$ cat src/rtl/dtc_pkg.sv
package dtc_pkg;
  localparam int BYTE_W = 8;
  localparam int NUM_UNITS = 2;

  typedef enum logic [1:0] {
    MD_HOLD_A = 2'b00,
    MD_WIDE   = 2'b01,
    MD_RELOAD = 2'b10,
    MD_HOLD_B = 2'b11
  } unit_mode_e;

  typedef struct packed {
    logic       gate;
    logic       ext_src;
    unit_mode_e mode;
  } unit_cfg_t;

  localparam logic [2:0] RA_MODE = 3'd4;
  localparam logic [2:0] RA_CTRL = 3'd5;
endpackage

$ cat src/rtl/dtc_prescale.sv
module dtc_prescale #(
  parameter int DIV = 12
) (
  input  logic clk,
  input  logic rst_n,
  output logic tick
);
  localparam int CW = (DIV > 1) ? $clog2(DIV) : 1;
  localparam logic [CW-1:0] LAST = CW'(DIV - 1);

  logic [CW-1:0] phase_q;

  assign tick = (phase_q == LAST);

  always_ff @(posedge clk) begin
    if (!rst_n)    phase_q <= '0;
    else if (tick) phase_q <= '0;
    else           phase_q <= phase_q + 1'b1;
  end

  p_tick_gap_r3: assert property (@(posedge clk) disable iff (!rst_n)
    tick |=> !tick);
  p_phase_range_r3: assert property (@(posedge clk) disable iff (!rst_n)
    phase_q <= LAST);
endmodule

$ cat src/rtl/dtc_fall_detect.sv
module dtc_fall_detect (
  input  logic clk,
  input  logic rst_n,
  input  logic pin,
  output logic fall
);
  logic samp_q, prev_q;

  always_ff @(posedge clk) begin
    if (!rst_n) begin
      samp_q <= 1'b0;
      prev_q <= 1'b0;
    end else begin
      samp_q <= pin;
      prev_q <= samp_q;
    end
  end

  assign fall = prev_q & ~samp_q;

  p_fall_single_r4: assert property (@(posedge clk) disable iff (!rst_n)
    fall |=> !fall);
endmodule

$ cat src/rtl/dtc_timer.sv
module dtc_timer
  import dtc_pkg::*;
#(
  parameter int W = BYTE_W
) (
  input  logic         clk,
  input  logic         rst_n,
  input  unit_cfg_t    cfg,
  input  logic         run,
  input  logic         gate_in,
  input  logic         tick,
  input  logic         fall,
  input  logic         wr_lo,
  input  logic         wr_hi,
  input  logic [W-1:0] wdata,
  output logic [W-1:0] lo,
  output logic [W-1:0] hi,
  output logic         ovf
);
  logic enable, src_evt, counting, bump, lo_full, all_full;

  assign enable   = run & (~cfg.gate | gate_in);
  assign src_evt  = cfg.ext_src ? fall : tick;
  assign counting = (cfg.mode == MD_WIDE) || (cfg.mode == MD_RELOAD);
  assign bump     = enable & src_evt & counting & ~wr_lo & ~wr_hi;
  assign lo_full  = (lo == {W{1'b1}});
  assign all_full = lo_full & (hi == {W{1'b1}});
  assign ovf      = bump & ((cfg.mode == MD_WIDE) ? all_full : lo_full);

  always_ff @(posedge clk) begin
    if (!rst_n) begin
      lo <= '0;
      hi <= '0;
    end else begin
      if (wr_lo)
        lo <= wdata;
      else if (bump)
        lo <= (cfg.mode == MD_RELOAD && lo_full) ? hi : lo + 1'b1;
      if (wr_hi)
        hi <= wdata;
      else if (bump && cfg.mode == MD_WIDE && lo_full)
        hi <= hi + 1'b1;
    end
  end

  p_hold_stopped_r5: assert property (@(posedge clk) disable iff (!rst_n)
    (!run && !wr_lo && !wr_hi) |=> ($stable(lo) && $stable(hi)));
  p_hold_mode_r10: assert property (@(posedge clk) disable iff (!rst_n)
    (!counting && !wr_lo && !wr_hi) |=> ($stable(lo) && $stable(hi)));
  p_reload_r7: assert property (@(posedge clk) disable iff (!rst_n)
    (bump && cfg.mode == MD_RELOAD && lo_full) |=> (lo == $past(hi) && $stable(hi)));
  p_wide_wrap_r6: assert property (@(posedge clk) disable iff (!rst_n)
    (ovf && cfg.mode == MD_WIDE) |=> (lo == '0 && hi == '0));
endmodule

$ cat src/rtl/dual_tick_counter.sv
module dual_tick_counter
  import dtc_pkg::*;
#(
  parameter int DIV = 12
) (
  input  logic                 clk,
  input  logic                 rst_n,
  input  logic [2:0]           reg_addr,
  input  logic [BYTE_W-1:0]    reg_wdata,
  input  logic                 reg_wr,
  output logic [BYTE_W-1:0]    reg_rdata,
  input  logic [NUM_UNITS-1:0] cnt_pin,
  input  logic [NUM_UNITS-1:0] gate_pin,
  input  logic [NUM_UNITS-1:0] irq_ack,
  output logic [NUM_UNITS-1:0] ovf_flag,
  output logic                 baud_tick
);
  localparam int NIB = BYTE_W / NUM_UNITS;

  logic                 tick;
  logic [BYTE_W-1:0]    mode_q;
  logic [NUM_UNITS-1:0] run_q, flag_q, ovf_v, fall_v, clr_v;
  logic                 baud_q;
  logic                 ctrl_wr;
  logic [BYTE_W-1:0]    lo_v [NUM_UNITS];
  logic [BYTE_W-1:0]    hi_v [NUM_UNITS];

  assign ctrl_wr = reg_wr && (reg_addr == RA_CTRL);

  dtc_prescale #(.DIV(DIV)) u_pre (.clk(clk), .rst_n(rst_n), .tick(tick));

  for (genvar i = 0; i < NUM_UNITS; i++) begin : g_unit
    logic wr_lo, wr_hi;
    assign wr_lo = reg_wr && (reg_addr == 3'(2 * i));
    assign wr_hi = reg_wr && (reg_addr == 3'(2 * i + 1));
    assign clr_v[i] = irq_ack[i] | (ctrl_wr & reg_wdata[NUM_UNITS + i]);

    dtc_fall_detect u_edge (
      .clk(clk), .rst_n(rst_n), .pin(cnt_pin[i]), .fall(fall_v[i])
    );

    dtc_timer #(.W(BYTE_W)) u_tmr (
      .clk(clk), .rst_n(rst_n),
      .cfg(unit_cfg_t'(mode_q[NIB*i +: NIB])),
      .run(run_q[i]), .gate_in(gate_pin[i]),
      .tick(tick), .fall(fall_v[i]),
      .wr_lo(wr_lo), .wr_hi(wr_hi), .wdata(reg_wdata),
      .lo(lo_v[i]), .hi(hi_v[i]), .ovf(ovf_v[i])
    );

    p_flag_sticky_r8: assert property (@(posedge clk) disable iff (!rst_n)
      (flag_q[i] && !clr_v[i]) |=> flag_q[i]);
    p_flag_set_r6: assert property (@(posedge clk) disable iff (!rst_n)
      ovf_v[i] |=> flag_q[i]);
  end

  always_ff @(posedge clk) begin
    if (!rst_n) begin
      mode_q <= '0;
      run_q  <= '0;
      flag_q <= '0;
      baud_q <= 1'b0;
    end else begin
      if (reg_wr && reg_addr == RA_MODE) mode_q <= reg_wdata;
      if (ctrl_wr) run_q <= reg_wdata[NUM_UNITS-1:0];
      for (int k = 0; k < NUM_UNITS; k++) begin
        if (ovf_v[k])      flag_q[k] <= 1'b1;
        else if (clr_v[k]) flag_q[k] <= 1'b0;
      end
      baud_q <= ovf_v[NUM_UNITS-1];
    end
  end

  always_comb begin
    case (reg_addr)
      3'd0:    reg_rdata = lo_v[0];
      3'd1:    reg_rdata = hi_v[0];
      3'd2:    reg_rdata = lo_v[1];
      3'd3:    reg_rdata = hi_v[1];
      RA_MODE: reg_rdata = mode_q;
      RA_CTRL: reg_rdata = {{(BYTE_W - 2*NUM_UNITS){1'b0}}, flag_q, run_q};
      default: reg_rdata = '0;
    endcase
  end

  assign ovf_flag  = flag_q;
  assign baud_tick = baud_q;

  p_baud_flag_r9: assert property (@(posedge clk) disable iff (!rst_n)
    baud_tick |-> ovf_flag[NUM_UNITS-1]);
  p_baud_pulse_r9: assert property (@(posedge clk) disable iff (!rst_n)
    baud_tick |=> !baud_tick);
endmodule

$ cat config.mk
export PLATFORM = sky130hd
export DESIGN_NAME = dual_tick_counter
export DESIGN_NICKNAME = d
export VERILOG_FILES = /design/src/rtl/dtc_pkg.sv /design/src/rtl/dtc_prescale.sv /design/src/rtl/dtc_fall_detect.sv /design/src/rtl/dtc_timer.sv /design/src/rtl/dual_tick_counter.sv
export SDC_FILE = /design/constraint.sdc
export NUM_CORES = 1
export LEC_CHECK = 0
export BUFFER_PORTS_ARGS = -buffer_cell sky130_fd_sc_hd__buf_2
export CAP_MARGIN = 20
export CORE_UTILIZATION = 61
export DETAILED_ROUTE_END_ITERATION = 7
export GPL_TIMING_DRIVEN = 1
export PLACE_DENSITY = 0.82
export REMOVE_ABC_BUFFERS = 1
export SLEW_MARGIN = 20
export SYNTH_ARGS = -nofsm -noshare
export SYNTH_HDL_FRONTEND = slang
export SYNTH_SLANG_ARGS = --single-unit
$ cat constraint.sdc
create_clock -name clk -period 5.3 [get_ports clk]
set_input_delay 0.53 -clock clk [delete_from_list [all_inputs] [get_ports clk]]
set_output_delay 0.53 -clock clk [all_outputs]
set_load 0.05 [all_outputs]
==> results_dict.tcl, run 1 <==
set metrics [dict create \
    cp_data_required_time_ns 4.77 \
    min_period_over_period_pct 48.9 \
    fp.dieW_um 76.8 \
    finalNetCount 461 \
    grt_max_degree 45 \
    cts_max_level 2 \
    swShare_pct 28.5 \
    setup_viol_count_final 0 \
    nFillCells 457 \
    drt_pre_antenna_iters 5 \
    holdBufCountCts 0 \
    synthCells 422 \
    grt_use_total_pct 33.0 \
    slew_violations 0 \
    hpwlAfterDp_um 6660 \
    async_flop_share_pct 0 \
    synth_seq_cells 53 \
    via_count 3403 \
    worstMarginPinSlew_ns 0.777 \
    rsz0062_at_grt "no" \
    grt_first_pass_wirelength_um 15200 \
    numCtsBuffers 5 \
    p_leak_nw 1.27 \
    wl_per_cell_um 18.9 \
    fin_worst_skew_ns 0.00296 \
    reg2reg_from "mode_q[0]" \
    startpoint_type "input port" \
    clkTransAtPathRegs_ns 0.09 \
    area_growth_pct 6.20 \
    arrival_ns 2.06 \
    relSlewSlack_pct 48.2 \
    initialDrtViolationCount 360 \
    drive_above_1_share_pct 13.9 \
    seq_area_frac_synth_pct 31.1 \
    crit_fanout 23 \
    grt_antenna_before_repair 0 \
    synthTopCellsByArea "dfxtp_1 (31%), mux2i_1 (5.9%), nand3_1 (5.1%), nand2_1 (4.2%), a21oi_1 (4.1%)" \
    setup.worst_path.start "reg_addr[1]" \
    fin_tns_setup_ns 0 \
    combinationalPowerShare_pct 11.6 \
    p_switching_uw 211 \
    cts_resized 0 \
    fmaxAchievable_mhz 386 \
    start_util_pct 65.1 \
    synth_top_area_cell "dfxtp_1" \
    synth_flop_cell "dfxtp_1" \
    pwr-share-seq_pct 57.2 \
    drtAntennaViolNets 0 \
    total_power_uw 743 \
    core-area_um2 5240 \
    antenna_cells 0 \
    crit_path_top_delay_cell "nor2b_1" \
    wirelength_um 9490 \
    ctsLongestPathBuffers 2 \
    hp-class "in -> reg" \
    finalHoldViolations 0 \
    netlist.area_leader.share_pct 31.1 \
    path_cells "buf_2, nor2b_1, a22oi_1, o221ai_1, buf_2" \
    drcViolationCount 0 \
    die_h_um 76.8 \
    synth_area_um2 3410 \
    rows 26 \
    crit_top_cell "buf_2" \
    maxCapViolations 0 \
    fin_util_pct 69.2 \
    pin_count 31 \
    vias_per_cell 6.77 \
    synth_edf_count 0 \
    avgSynthCellArea_um2 8.08 \
    synth.most_common_cell "dfxtp_1" \
    die_area_um2 5890 \
    cts_tree "done" \
    cts_root_buf "clkbuf_8" \
    synth_cell_types 63 \
    power.internal_uw 531 \
    place.gp.congestion 0.913 \
    postCtsSetupBuffers 0 \
    worstSetupEndpointType "output pin" \
    grt-ovfl-total 0 \
    synth_top_cells_by_count "dfxtp_1 (53), nand2_1 (38), nand3_1 (35)" \
    irDropWorstVdd_mv 0.152 \
    path_class "in -> out" \
    cts_num_sinks 53 \
    insertion_delay_ns 0.32 \
    cellPowerDensity_nw_per_um2 205 \
    ys_warn_count 0 \
    port_buffers 30 \
    cpPeakStageDelay_ns 0.46 \
    hold_start "cnt_pin[1]" \
    finalCriticalPeriod_ns 2.59 \
    clock_power_share_pct 31.1 \
    grt_pass1_vias 3004 \
    outcome "finished clean" \
]
## layer usage
metal	vias to the layer above	global-route usage, %	wire length, um
li1	1580	-	-
met1	1614	43.8	3940
met2	185	52.9	4320
met3	24	6.31	957
met4	0	11.7	268
met5	-	0	0
## critical path, delay by kind of cell
kind	cells	cell delay, ns
and+or+nand+nor	1	0.46
buffers and inverters	2	0.67
AOI/OAI and AO/OA	2	0.39
## layout make-up
| class | instances | area, um2 | area share, % |
|---|---|---|---|
| clock buffers | 6 | 72.6 | 2.00 |
| clock inverters | 2 | 10.0 | 0.276 |
| well taps | 70 | 87.6 | 2.42 |
| flip-flops and latches | 53 | 1060 | 29.3 |
| multi-input cells | 330 | 2190 | 60.5 |
| inverters | 11 | 41.3 | 1.14 |
| repair buffers | 31 | 158 | 4.35 |
## stage by stage
stage          worst slack (ns)  cells  hold slack, ns  area, um2
2_1_floorplan              2.73    394           0.416       3290
3_5_place_dp               2.75    495           0.438       3530
4_1_cts                    2.78    503           0.426       3620
5_1_grt                    2.64    503           0.435       3620
6_report                   2.71    503           0.419       3620
3_3_place_gp               2.80    495           0.427       3530
## worst paths after layout
check	to	cells after the start	slack, ns
max	reg_rdata[0]	5	2.71
min	g_unit[1].u_edge.samp_q	2	0.42
max reg2reg	g_unit[0].u_tmr.hi[6]	7	3.12
min reg2reg	u_pre.phase_q[0]	1	0.46
## sequential cells by signal (all words and copies together) (netlist names)
name / cells
g_unit.u_tmr.lo: 16
run_q: 2
mode_q: 8
g_unit.u_edge.samp_q: 2
g_unit.u_edge.prev_q: 2
g_unit.u_tmr.hi: 16
baud_tick: 1
ovf_flag: 2
u_pre.phase_q: 4
## cell families (layout without fill, tap and decap cells)
kind of cell	Yosys count	count (layout)	share of synthesized area [%]
AO/OA/AOI/OAI	111	111	21.7
XOR/XNOR	13	13	3.34
adder cells (fa/ha/maj)	9	9	3.30
buffers and inverters	39	50	4.77
flip-flops	53	53	31.1
multiplexers	26	26	8.51
AND/OR/NAND/NOR	171	171	27.3
## layout by cell type (no fill, tap or decap), drive strengths merged, types with 3 or more instances in the layout
master and instances:
xnor2 7, a32oi 3, o211ai 7, inv 10
xor2 6, mux2 4, ha 9, mux2i 20
nor3 7, and2 7, clkbuf 6, nand2b 3
nand3b 3, nand4 12, and3 9, buf 31
nor2b 5, nor2 32, nand2 38, o21ai 26
a22oi 10, a31oi 7, dfxtp 53, a21oi 28
nand3 36, a211oi 4, and4 4, clkinv 3
o21a 5, nor3b 3, o221ai 5
## power by group through the flow
stage / registers [mW] / logic (mW) / clock network, mW
CTS: 0.424 / 0.0846 / 0.231
finish: 0.425 / 0.0864 / 0.231
global placement: 0.433 / 0.0819 / 0
detailed placement: 0.434 / 0.0844 / 0
floorplan: 0.428 / 0.0468 / 0
global route: 0.427 / 0.0931 / 0.247
(Power assumes the default switching activity.)
==> inputs of run 2 (changes only) <==
- ABC_AREA: not set -> 1
- CORE_UTILIZATION: 61 -> 60
- PLACE_DENSITY: 0.82 -> 0.8
- clock period: 5.3 -> 2.6 ns (I/O delays scaled with it)
==> results_dict.tcl, run 2 <==
set metrics [dict create \
    ys_warn_count 0 \
    start_util_pct 63.3 \
    cts_tree "done" \
    wl_per_cell_um 16.1 \
    worstSetupEndpointType "register" \
    pre_cts_ws_ns 0.665 \
    reg_top3 "g_unit.u_tmr.hi: 16 flops, g_unit.u_tmr.lo: 16 flops, mode_q: 8 flops" \
    cts_max_level 2 \
    cpPeakStageDelay_ns 0.43 \
    finalNonFillerCells 646 \
    place.gp.congestion 1.00 \
    port_buffers 30 \
    min_period_over_period_pct 73.6 \
    startpoint_type "register" \
    finalNetCount 602 \
    wirelength_um 10400 \
    setup_viol_count_final 0 \
    maxCapViolations 0 \
    synthTopCellsByArea "dfxtp_1 (30%), nand2_1 (14%), nand3_1 (9.2%), inv_1 (7.4%), nor2_1 (6.2%)" \
    fin_tns_setup_ns 0 \
    drtAntennaViolNets 0 \
    avgSynthCellArea_um2 6.45 \
    crit_path_top_delay_cell "dfxtp_1" \
    drive_above_1_share_pct 12.4 \
    cellPowerDensity_nw_per_um2 450 \
    synth_edf_count 0 \
    nFillCells 535 \
    synth_top_cells_by_count "nand2_1 (130), inv_1 (70), nand3_1 (65)" \
    reg2reg_from "g_unit[0].u_tmr.lo[0]" \
    insertion_delay_ns 0.32 \
    grt-ovfl-total 0 \
    clkTransAtPathRegs_ns 0.11 \
    holdBufCountCts 0 \
    rows 27 \
    cts_resized 0 \
    fp.dieW_um 78.7 \
    crit_buf_inv 0 \
    grt_pass1_vias 3360 \
    fin_ws_ns 0.685 \
    path_class "reg -> reg" \
    crit_top_cell "nand2_1" \
    postCtsSetupBuffers 0 \
    placed_cell_area_um2 3720 \
    crit_fanout 11 \
    drcViolationCount 0 \
    finalHoldViolations 0 \
    grt_use_total_pct 35.1 \
    fin_util_pct 69.2 \
    die_area_um2 6190 \
    cts_root_buf "clkbuf_8" \
    final_area_um2 3850 \
    mostFrequentLayoutCells "nand2_1 (130), inv_1 (70), nand3_1 (65)" \
    antenna_cells 0 \
    final_common_cell "nand2_1" \
    core-area_um2 5570 \
    seq_area_frac_synth_pct 30.1 \
    synth_cell_types 38 \
    rsz0062_at_grt "no" \
    synth_seq_cells 53 \
    fin_worst_skew_ns 0.00838 \
    hp-class "in -> reg" \
    setup.worst_path.start "g_unit[0].u_tmr.lo[0]" \
    hpwlAfterDp_um 7670 \
    ctsLongestPathBuffers 2 \
    drt_pre_antenna_iters 5 \
    relSlewSlack_pct 66.4 \
    initialDrtViolationCount 517 \
    area_growth_pct 9.22 \
    grt_antenna_before_repair 0 \
    regArea_um2 1060 \
    irDropWorstVdd_mv 0.282 \
    pin_count 31 \
    grt_max_degree 28 \
    worstMarginPinSlew_ns 0.502 \
    path_cells "ha_1, nand2_1, nor2_2, nand3_1, nand2_1, nand2_1, o21ai_0, nand2_1, a21oi_1" \
    dp.cells 638 \
    slew_violations 0 \
    cts_num_sinks 53 \
    fmaxAchievable_mhz 522 \
    async_flop_share_pct 0 \
    synth_flop_cell "dfxtp_1" \
    via_count 3749 \
    die_h_um 78.7 \
    grt_first_pass_wirelength_um 16500 \
    synth_area_um2 3530 \
    numCtsBuffers 5 \
    multi_input_area_um2 2100 \
    synth.most_common_cell "nand2_1" \
    hold_start "cnt_pin[1]" \
    synth_top_area_cell "dfxtp_1" \
    outcome "finished clean" \
    vias_per_cell 5.80 \
    finalCriticalPeriod_ns 1.91 \
    arrival_ns 2.16 \
    cp_top_family "simple AND/OR/NAND/NOR gates" \
    cp_data_required_time_ns 2.85 \
    p_leak_nw 1.87 \
    netlist.area_leader.share_pct 30.1 \
    synthCells 547 \
]
## run 2: kinds of logic after synthesis
kind of cell	share of synthesized area [%]
flip-flops	30.1
AO/OA/AOI/OAI	14.3
AND/OR/NAND/NOR	38.6
adder cells (fa/ha/maj)	3.19
XOR/XNOR	3.47
buffers and inverters	10.5
## run 2: final timing paths
path	slack, ns	endpoint	cells past startpoint
worst max-delay path	0.69	g_unit[0].u_tmr.lo[1]	9
worst min-delay path	0.12	g_unit[1].u_edge.samp_q	3
worst max register to register	0.69	g_unit[0].u_tmr.lo[1]	9
worst min register to register	0.44	g_unit[1].u_edge.prev_q	2
## run 2: worst min-delay path: cells and delay by family
family,cells,cell delay (ns)
and+or+nand+nor,1,0.04
buffers and inverters,2,0.11
## run 2: power by group
part | switching (mW) | total (mW) | internal [mW]
clock | 0.297 | 0.685 | 0.388
sequential | 0.0239 | 0.857 | 0.834
combinational | 0.135 | 0.192 | 0.0569
## run 2: layout make-up
type / instances / share of cell area [%]
clock buffers: 5 / 1.79
clock inverters: 3 / 1.79
inverters: 81 / 8.02
multi-input cells: 401 / 54.5
flip-flops and latches: 53 / 27.5
well taps: 72 / 2.34
repair buffers: 31 / 4.09
## run 2: metrics by stage
step           total power [mW]  hold slack [ns]
3_5_place_dp               1.06            0.423
3_3_place_gp               1.06            0.412
5_1_grt                    1.79            0.135
6_report                   1.73            0.123
2_1_floorplan             0.984            0.353
4_1_cts                    1.73            0.125
## run 2: metal layers
layer | wire [um] | GRT usage (%) | vias up
met5 | 0 | 0 | -
met4 | 349 | 13.9 | 0
met3 | 831 | 3.91 | 32
met2 | 4820 | 59.4 | 177
met1 | 4380 | 45.3 | 1719
li1 | - | - | 1821
